`src/rtl/ep_xfer_pkg.sv`:
```
package ep_xfer_pkg;
    typedef enum logic [1:0] {
        EP_CTRL = 2'd0,
        EP_ISO  = 2'd1,
        EP_BULK = 2'd2,
        EP_INTR = 2'd3
    } ep_kind_e;

    typedef enum logic [1:0] {
        ST_IDLE,
        ST_RUN,
        ST_ZLP,
        ST_DONE
    } xfer_state_e;
endpackage

```
`src/rtl/ep_payload_split.sv`:
```
module ep_payload_split #(
    parameter int MPS_W = 11,
    parameter int LEN_W = 16
) (
    input  logic             active,
    input  logic             iso,
    input  logic [MPS_W-1:0] mps,
    input  logic [LEN_W-1:0] len,
    input  logic [LEN_W-1:0] cnt,
    output logic [MPS_W-1:0] next_len
);
    localparam int PAD_W = LEN_W - MPS_W;

    logic [LEN_W-1:0] remain;
    logic [LEN_W-1:0] mps_ext;

    always_comb begin
        remain  = len - cnt;
        mps_ext = {{PAD_W{1'b0}}, mps};
        if (!active) begin
            next_len = '0;
        end else if (iso || (remain >= mps_ext)) begin
            next_len = mps;
        end else begin
            next_len = remain[MPS_W-1:0];
        end
    end
endmodule

```
`src/rtl/ep_end_judge.sv`:
```
module ep_end_judge #(
    parameter int MPS_W = 11,
    parameter int LEN_W = 16
) (
    input  logic             tx,
    input  logic             iso,
    input  logic             zlp_en,
    input  logic [MPS_W-1:0] mps,
    input  logic [MPS_W-1:0] pkt,
    input  logic [LEN_W-1:0] len,
    input  logic [LEN_W-1:0] cnt,
    output logic [LEN_W-1:0] sum,
    output logic             ovf,
    output logic             fin,
    output logic             short_end,
    output logic             want_zlp
);
    localparam int SUM_W = LEN_W + 1;

    logic [SUM_W-1:0] wide;

    always_comb begin
        wide      = {1'b0, cnt} + SUM_W'(pkt);
        sum       = wide[LEN_W-1:0];
        short_end = (pkt < mps);
        ovf       = !tx && !iso && ((pkt > mps) || (wide > {1'b0, len}));
        fin       = !iso && ((wide == {1'b0, len}) || short_end);
        want_zlp  = tx && zlp_en && (pkt == mps) && (len != '0);
    end
endmodule

```
`src/rtl/ep_xfer_tracker.sv`:
```
module ep_xfer_tracker
    import ep_xfer_pkg::*;
#(
    parameter int MPS_W = 11,
    parameter int LEN_W = 16
) (
    input  logic             clk,
    input  logic             rst_n,
    input  logic [1:0]       ep_kind,
    input  logic             tx_dir,
    input  logic [MPS_W-1:0] max_pkt,
    input  logic [LEN_W-1:0] xfer_len,
    input  logic             zlp_en,
    input  logic             start,
    input  logic             pkt_valid,
    input  logic [MPS_W-1:0] pkt_len,
    output logic [MPS_W-1:0] next_len,
    output logic [LEN_W-1:0] byte_cnt,
    output logic             done,
    output logic             short_pkt,
    output logic             ovf_err
);
    xfer_state_e      state_q, state_d;
    logic             iso_q, tx_q, zlp_q, err_q, short_q;
    logic [MPS_W-1:0] mps_q;
    logic [LEN_W-1:0] len_q, cnt_q;

    logic [MPS_W-1:0] offer_len, sel_len;
    logic [LEN_W-1:0] sum_w;
    logic             ovf_w, fin_w, short_w, zlp_w;

    ep_payload_split #(.MPS_W(MPS_W), .LEN_W(LEN_W)) u_split (
        .active   (state_q == ST_RUN),
        .iso      (iso_q),
        .mps      (mps_q),
        .len      (len_q),
        .cnt      (cnt_q),
        .next_len (offer_len)
    );

    assign sel_len = tx_q ? offer_len : pkt_len;

    ep_end_judge #(.MPS_W(MPS_W), .LEN_W(LEN_W)) u_judge (
        .tx        (tx_q),
        .iso       (iso_q),
        .zlp_en    (zlp_q),
        .mps       (mps_q),
        .pkt       (sel_len),
        .len       (len_q),
        .cnt       (cnt_q),
        .sum       (sum_w),
        .ovf       (ovf_w),
        .fin       (fin_w),
        .short_end (short_w),
        .want_zlp  (zlp_w)
    );

    // next-state selection
    always_comb begin
        state_d = state_q;
        unique case (state_q)
            ST_IDLE: if (start) state_d = ST_RUN;
            ST_RUN: begin
                if (pkt_valid) begin
                    if (ovf_w)      state_d = ST_DONE;
                    else if (fin_w) state_d = zlp_w ? ST_ZLP : ST_DONE;
                end
            end
            ST_ZLP:  if (pkt_valid) state_d = ST_DONE;
            ST_DONE: state_d = ST_IDLE;
        endcase
    end

    // state register
    always_ff @(posedge clk) begin
        if (!rst_n) state_q <= ST_IDLE;
        else        state_q <= state_d;
    end

    // captured parameters, count and flags
    always_ff @(posedge clk) begin
        if (!rst_n) begin
            iso_q   <= 1'b0;
            tx_q    <= 1'b0;
            zlp_q   <= 1'b0;
            mps_q   <= '0;
            len_q   <= '0;
            cnt_q   <= '0;
            err_q   <= 1'b0;
            short_q <= 1'b0;
        end else begin
            unique case (state_q)
                ST_IDLE: begin
                    if (start) begin
                        iso_q   <= (ep_kind == EP_ISO);
                        tx_q    <= tx_dir;
                        zlp_q   <= zlp_en;
                        mps_q   <= max_pkt;
                        len_q   <= xfer_len;
                        cnt_q   <= '0;
                        err_q   <= 1'b0;
                        short_q <= 1'b0;
                    end
                end
                ST_RUN: begin
                    if (pkt_valid) begin
                        if (ovf_w) begin
                            err_q   <= 1'b1;
                            short_q <= 1'b0;
                        end else begin
                            cnt_q <= sum_w;
                            if (fin_w && !zlp_w) short_q <= short_w;
                        end
                    end
                end
                ST_ZLP: begin
                    if (pkt_valid) short_q <= 1'b1;
                end
                ST_DONE: begin
                    cnt_q   <= '0;
                    short_q <= 1'b0;
                end
            endcase
        end
    end

    assign next_len  = offer_len;
    assign byte_cnt  = cnt_q;
    assign done      = (state_q == ST_DONE);
    assign short_pkt = short_q;
    assign ovf_err   = err_q;

    p_payload_cap_r2: assert property (@(posedge clk) disable iff (!rst_n)
        (state_q == ST_RUN) |-> (next_len <= mps_q));

    p_cnt_bound_r3: assert property (@(posedge clk) disable iff (!rst_n)
        (state_q != ST_IDLE && !iso_q) |-> (byte_cnt <= len_q));

    p_iso_quiet_r6: assert property (@(posedge clk) disable iff (!rst_n)
        (state_q == ST_RUN && iso_q && pkt_valid) |=> (!done && !ovf_err));

    p_err_sticky_r7: assert property (@(posedge clk) disable iff (!rst_n)
        (ovf_err && !(state_q == ST_IDLE && start)) |=> ovf_err);

    p_done_pulse_r9: assert property (@(posedge clk) disable iff (!rst_n)
        done |=> (!done && byte_cnt == '0));

    p_start_ignored_r10: assert property (@(posedge clk) disable iff (!rst_n)
        (state_q == ST_RUN && start && !pkt_valid) |=>
            (state_q == ST_RUN && $stable(len_q) && $stable(mps_q) && $stable(byte_cnt)));
endmodule

```
`config.mk`:
```
export PLATFORM = sky130hd
export DESIGN_NAME = ep_xfer_tracker
export DESIGN_NICKNAME = d
export VERILOG_FILES = /design/src/rtl/ep_xfer_pkg.sv /design/src/rtl/ep_payload_split.sv /design/src/rtl/ep_end_judge.sv /design/src/rtl/ep_xfer_tracker.sv
export SDC_FILE = /design/constraint.sdc
export NUM_CORES = 1
export LEC_CHECK = 0
export CAP_MARGIN = 30
export CORE_ASPECT_RATIO = 1.5
export CORE_UTILIZATION = 55
export DETAILED_ROUTE_END_ITERATION = 10
export DONT_BUFFER_PORTS = 1
export GPL_TIMING_DRIVEN = 0
export PLACE_DENSITY = 0.78
export SETUP_SLACK_MARGIN = 0.4
export SLEW_MARGIN = 20
export SYNTH_ARGS = -nofsm -noshare
export SYNTH_HDL_FRONTEND = slang
export SYNTH_SLANG_ARGS = --single-unit
```
`constraint.sdc`:
```
create_clock -name clk -period 21.5 [get_ports clk]
set_input_delay 1.075 -clock clk [delete_from_list [all_inputs] [get_ports clk]]
set_output_delay 1.075 -clock clk [all_outputs]
set_load 0.1 [all_outputs]
```
* Word-level counts from Yosys, hierarchy flattened
Index checks and enable logic that the tools add are counted.
Word-level totals: register bits after elaboration 50, output and inout bits 30
Operators by class: add/sub/neg operators 2, order comparisons 4, equality and inequality tests 13, mux-type cells 23, reductions and logical operators 22
Operators by type and width (count):
- $mux 16 | 3
- $pmux 16 s3 | 1
- $mux 11 | 3
- $add 16x11->17 | 1
- $eq 17x16->1 | 1
- $gt 17x16->1 | 1
- $ge 16x11->1 | 1
- $reduce_and 4->1 | 4
- $reduce_bool 16->1 | 1
- $sub 16x16->16 | 1
- $eq 11x11->1 | 1
- $gt 11x11->1 | 1
- $lt 11x11->1 | 1
- $mux 2 | 5
- $ne 2x2->1 const B | 5
- $mux 1 | 8
- $pmux 2 s4 | 1
- $logic_and 1x1->1 | 7
- $ne 3x3->1 const B | 2
- $eq 2x1->1 const B | 2
- $eq 2x2->1 const B | 2
- $pmux 1 s4 | 1
- $logic_not 1->1 | 3
- $logic_or 1x1->1 | 3
- 5 further kinds | 5

* Longest topological paths before layout
depth after elaboration 15, gate-level depth with buffers 38, mapped depth without buffers 35

* Cells and area by module
Synthesis repeated with hierarchy kept, for this count alone.
Second synthesis, totals: cells, all modules 617, area total of the unflattened synthesis 4860.9 µm²
Modules (own cells, without submodules):
- ep_xfer_tracker | times used 1, cells each 255, area an instance 2280.9 µm²
- ep_payload_split | times used 1, cells each 183, area an instance 1295.0 µm²
- ep_end_judge | times used 1, cells each 179, area an instance 1285.0 µm²

* Least setup slack after synthesis
No wires, ideal clock.
path type flip-flop to flip-flop, start point reg cnt_q[1], in the netlist byte_cnt[1], end point reg cnt_q[3], in the netlist byte_cnt[3], data arrival time 8530 ps, required time 21381 ps, setup slack 12851 ps, stages on the path, launching flop included 34, path buffers 2, path through dfxtp_1 > inv_1 > ha_1 > nor2b_1 > o31a_2 > o311ai_1 > nand2b_1 > a21oi_1 > xnor2_1 > ha_1 > and3_1 > nor4_1 > o311ai_0 > a311o_1 > nor4_1 > buf_4 > a21oi_1 > o32ai_1 > ha_1 > a21o_1 > a21o_1 > a21o_1 > a2111o_1 > a311oi_2 > nor4_1 > xor2_1 > ha_1 > a211oi_1 > nand2_1 > o311a_1 > o31ai_2 > a311oi_1 > clkbuf_1 > a22o_1
On the way: longest elaborated chain between the ends 12, elaborated cells between the ends (all ways) 16, those cells by class add/sub: 2; order compare: 3; eq/ne: 1; mux: 6; reduce/logical: 4
Ends and longest elaborated chain:
- from (decl) | line ep_xfer_tracker.sv:26 | logic [LEN_W-1:0] len_q, cnt_q;
- from (signal assigned) | line ep_xfer_tracker.sv:111 | cnt_q <= sum_w;
- $sub 16x16->16 | line ep_payload_split.sv:18 | remain = len - cnt;
- $ge 16x11->1 | line ep_payload_split.sv:22 | end else if (iso || (remain >= mps_ext)) begin
- $logic_or 1x1->1 | line ep_payload_split.sv:22
- $mux 11 | line ep_payload_split.sv:22
- $mux 11 | line ep_payload_split.sv:20 | if (!active) begin
- $mux 11 | line ep_xfer_tracker.sv:41 | assign sel_len = tx_q ? offer_len : pkt_len;
- $add 16x11->17 | line ep_end_judge.sv:23 | wide = {1'b0, cnt} + SUM_W'(pkt);
- $gt 17x16->1 | line ep_end_judge.sv:26 | ovf = !tx && !iso && ((pkt > mps) || (wide > {1'b0, len}));
- $logic_or 1x1->1 | line ep_end_judge.sv:26
- $logic_and 1x1->1 | line ep_end_judge.sv:26
- $ne 2x2->1 (no line)
- $reduce_and 4->1 (no line)
Several ways; a longest one is shown, not always the timed one. The select of a mux whose other input is x is not followed. A chain may end at the register's enable or synchronous reset.

* Worst setup path after layout
start point reg cnt_q[2], in the netlist byte_cnt[2], end point reg cnt_q[10], in the netlist byte_cnt[10]
The elaborated chain is that of the path after synthesis.

==> impl_metrics.py <==
metrics = {
    "run_status": {
        "status": "completed",
    },
    "placed_design": {
        "place_hpwl_um": 12500,
        "dp.cells": 759,
        "placedInstanceArea_sq_um": 5550,
        "port_buffers": 0,
        "pre_cts_slack_ps": 11360,
        "globalplace.congestion": 0.909,
    },
    "finish": {
        "drive_gt1_share_pct": 10.8,
        "instances_no_fill": 772,
        "postLayoutCellArea_sq_um": 5790,
        "mostFrequentLayoutCell": "nand2_1",
        "n_antenna_cell": 0,
        "final_cell_mix": "nand2_1, ha_1, inv_1, a21oi_1, dfxtp_1",
        "nets": 782,
        "syn2layout_area_growth_pct": 22.1,
    },
    "synthesis": {
        "synth-async-reset-ratio_pct": 0,
        "synth-seq-area-share_pct": 21.1,
        "synth.area.top_cells": "dfxtp_1, ha_1, a21oi_1",
        "netlist-cell-type-count": 69,
        "yosysWarnings": 0,
        "synth-seq-cells": 50,
        "syn_inst": 615,
        "synth.cell_area_sq_um": 4740,
        "avgSynthCellArea_sq_um": 7.71,
        "yosysTopAreaCellShare_pct": 21.1,
        "synth_nets": 733,
        "synth_area_leader_cell": "dfxtp_1",
        "synth_edf_count": 0,
        "synthFlopType": "dfxtp_1",
    },
    "sta": {
        "hold_violations": 0,
        "min_period_ps": 10370,
        "final-setup-viol-count": 0,
        "finClkSkew_ps": 15.6,
        "maxSlewHeadroom_pct": 35.0,
        "layout_setup_ws_ps": 11130,
        "setup-tns-final_ps": 0,
        "slew_violations": 0,
        "rsz0062_at_grt": "false",
        "fin_crit_sh_pct": 48.3,
        "worstMarginPinSlew_ps": 974,
        "fmax_mhz": 96.4,
    },
    "route": {
        "drc": 0,
        "drt_wl_total_um": 15500,
        "drt-vias-per-instance": 6.41,
        "num_vias": 4950,
        "ant_nets": 0,
        "routedWlPerCell_um": 20.0,
        "drtPass1Iterations": 7,
        "first_iter_violations": 353,
    },
    "worst_hold_path": {
        "hp-start": "mps_q[1]",
        "min_path_cells": 2,
        "min_path_type": "flop to flop",
        "holdPathEnd": "mps_q[1]",
    },
    "worst_setup_path": {
        "crit_arrival_ps": 10570,
        "reg2reg_setup_slack_ps": 11130,
        "slowest_delay_ps": 610,
        "worstSetupStartpointType": "flop",
        "rr_worst_depth": 37,
        "rr_startpoint": "byte_cnt[2]",
        "path_class": "flop to flop",
        "critPathMaxFanout": 10,
        "worstPathRequired_ps": 21700,
        "rr_endpoint": "byte_cnt[10]",
        "cp-end-kind": "flop",
        "slowest_stage": "nor4_1",
        "cp_common_cell": "ha_1",
    },
    "floorplan": {
        "die_area_sq_um": 9000,
        "fp.dieH_um": 116,
        "die_w_um": 77.8,
        "ios": 76,
        "core_sq_um": 8360,
        "start_util_pct": 56.7,
        "fp-row-count": 41,
    },
    "clocking": {
        "cts_buffer_depth": 2,
        "cts.clk_slew.worst_paths_ps": 90,
        "cts_buffers": 5,
        "cts_setup_buffers": 0,
        "ctsHoldBuffers": 0,
        "htreeDepth": 2,
        "clock_latency_ps": 310,
        "cts_resized": 0,
        "root_buffer": "clkbuf_16",
        "cts.sinks": 50,
        "cts_tree": "yes",
    },
    "grt": {
        "track_usage_pct": 34.7,
        "grt_pass1_vias": 4924,
        "grt_pass1_wl_um": 24200,
        "antenna_found_initial": 0,
        "grt_overflow": 0,
        "grt_max_degree": 18,
    },
    "pwr": {
        "power_density_nw_per_um2": 124,
        "leakagePower_nw": 2.39,
        "ir_worst_vdd_v": 0.0000784,
        "totalPowerFinal_mw": 0.716,
    },
    "flow_run": {
        "max-cap-violations": 0,
    },
}
[layer usage]
metal	share of wire, %	wire length [um]	track usage [%]
met5	0	0	0
met4	6.5	1010	23.6
met3	4.9	755	5.83
met2	51	7950	64.2
met1	37	5740	35.4
[sequential cells by signal, indices dropped and copies added (netlist names)]
signal     flops
byte_cnt      16
iso_q          1
len_q         16
mps_q         11
ovf_err        1
short_pkt      1
state_q        2
tx_q           1
zlp_q          1
[synth_stat cells (3+ instances only)]
| cell type | n |
|---|---|
| nor2_1 | 27 |
| a211oi_1 | 14 |
| o21bai_1 | 4 |
| xnor2_1 | 18 |
| a21oi_1 | 63 |
| or3_1 | 4 |
| o21ai_1 | 9 |
| a22o_1 | 13 |
| o32ai_1 | 3 |
| dfxtp_1 | 50 |
| buf_2 | 3 |
| a221o_1 | 9 |
| nand3b_1 | 3 |
| inv_1 | 59 |
| and3_1 | 3 |
| clkbuf_1 | 19 |
| o31ai_1 | 3 |
| ha_1 | 70 |
| o21a_1 | 8 |
| nor3_1 | 7 |
| nor2b_1 | 7 |
| nand2_1 | 78 |
| nand2b_1 | 8 |
| xor2_1 | 5 |
| o21ai_0 | 15 |
| nor4_1 | 7 |
| and2_1 | 10 |
| mux2i_1 | 3 |
| nand3_1 | 19 |
| a21o_1 | 13 |
| nand4_1 | 9 |
| a31oi_1 | 4 |
[worst max-delay path: cells and delay by family (launching register included)]
family / cells / cell delay (ps)
AND/OR/NAND/NOR: 7 / 1690
adder cells (fa/ha/maj): 4 / 1330
XOR/XNOR: 1 / 260
AO/OA/AOI/OAI: 20 / 5530
flip-flops: 1 / 420
buffers and inverters: 5 / 1010
[area by class of cell]
class | instances | area [sq um]
Tap cell | 107 | 134
Timing Repair Buffer | 42 | 693
Buffer | 25 | 116
Multi-Input combinational cell | 481 | 3450
Fill cell | 645 | 2570
Clock buffer | 5 | 125
Inverter | 59 | 221
Sequential cell | 50 | 1000
Clock inverter | 3 | 48.8
[report_power, final]
part / switching, mW / internal (mW)
combinational: 0.308 / 0.177
sequential: 0.0242 / 0.108
clock: 0.0432 / 0.0560
[stage by stage]
step / util, % / hold WS (ps)
global placement: 58.3 / 455
CTS: 68.5 / 471
detailed placement: 66.4 / 461
finish: 69.2 / 474
floorplan: - / 432
global route: 69.2 / 496
[how the worst max path moves through the flow]
stage | start | slack (ps) | endpoint | cells past startpoint
after floorplan | byte_cnt[1] | 12850 | byte_cnt[3] | 33
after global placement | byte_cnt[1] | 11010 | byte_cnt[8] | 34
final | byte_cnt[2] | 11130 | byte_cnt[10] | 37
after CTS | byte_cnt[2] | 11290 | byte_cnt[10] | 36
after detailed placement | byte_cnt[2] | 11360 | byte_cnt[10] | 36
after global routing | byte_cnt[2] | 10500 | byte_cnt[10] | 37
[cell families (layout without fill, tap and decap cells)]
family                   after synthesis  in the layout  synth area share [%]
buffers and inverters                 84            134                  7.13
AND/OR/NAND/NOR                      194            194                  20.2
XOR/XNOR                              23             23                  4.25
AO/OA/AOI/OAI                        189            189                  27.3
flip-flops                            50             50                  21.1
adder cells (fa/ha/maj)               72             72                  19.3
multiplexers                           3              3                 0.633
Power figures use the tool's default switching activity.
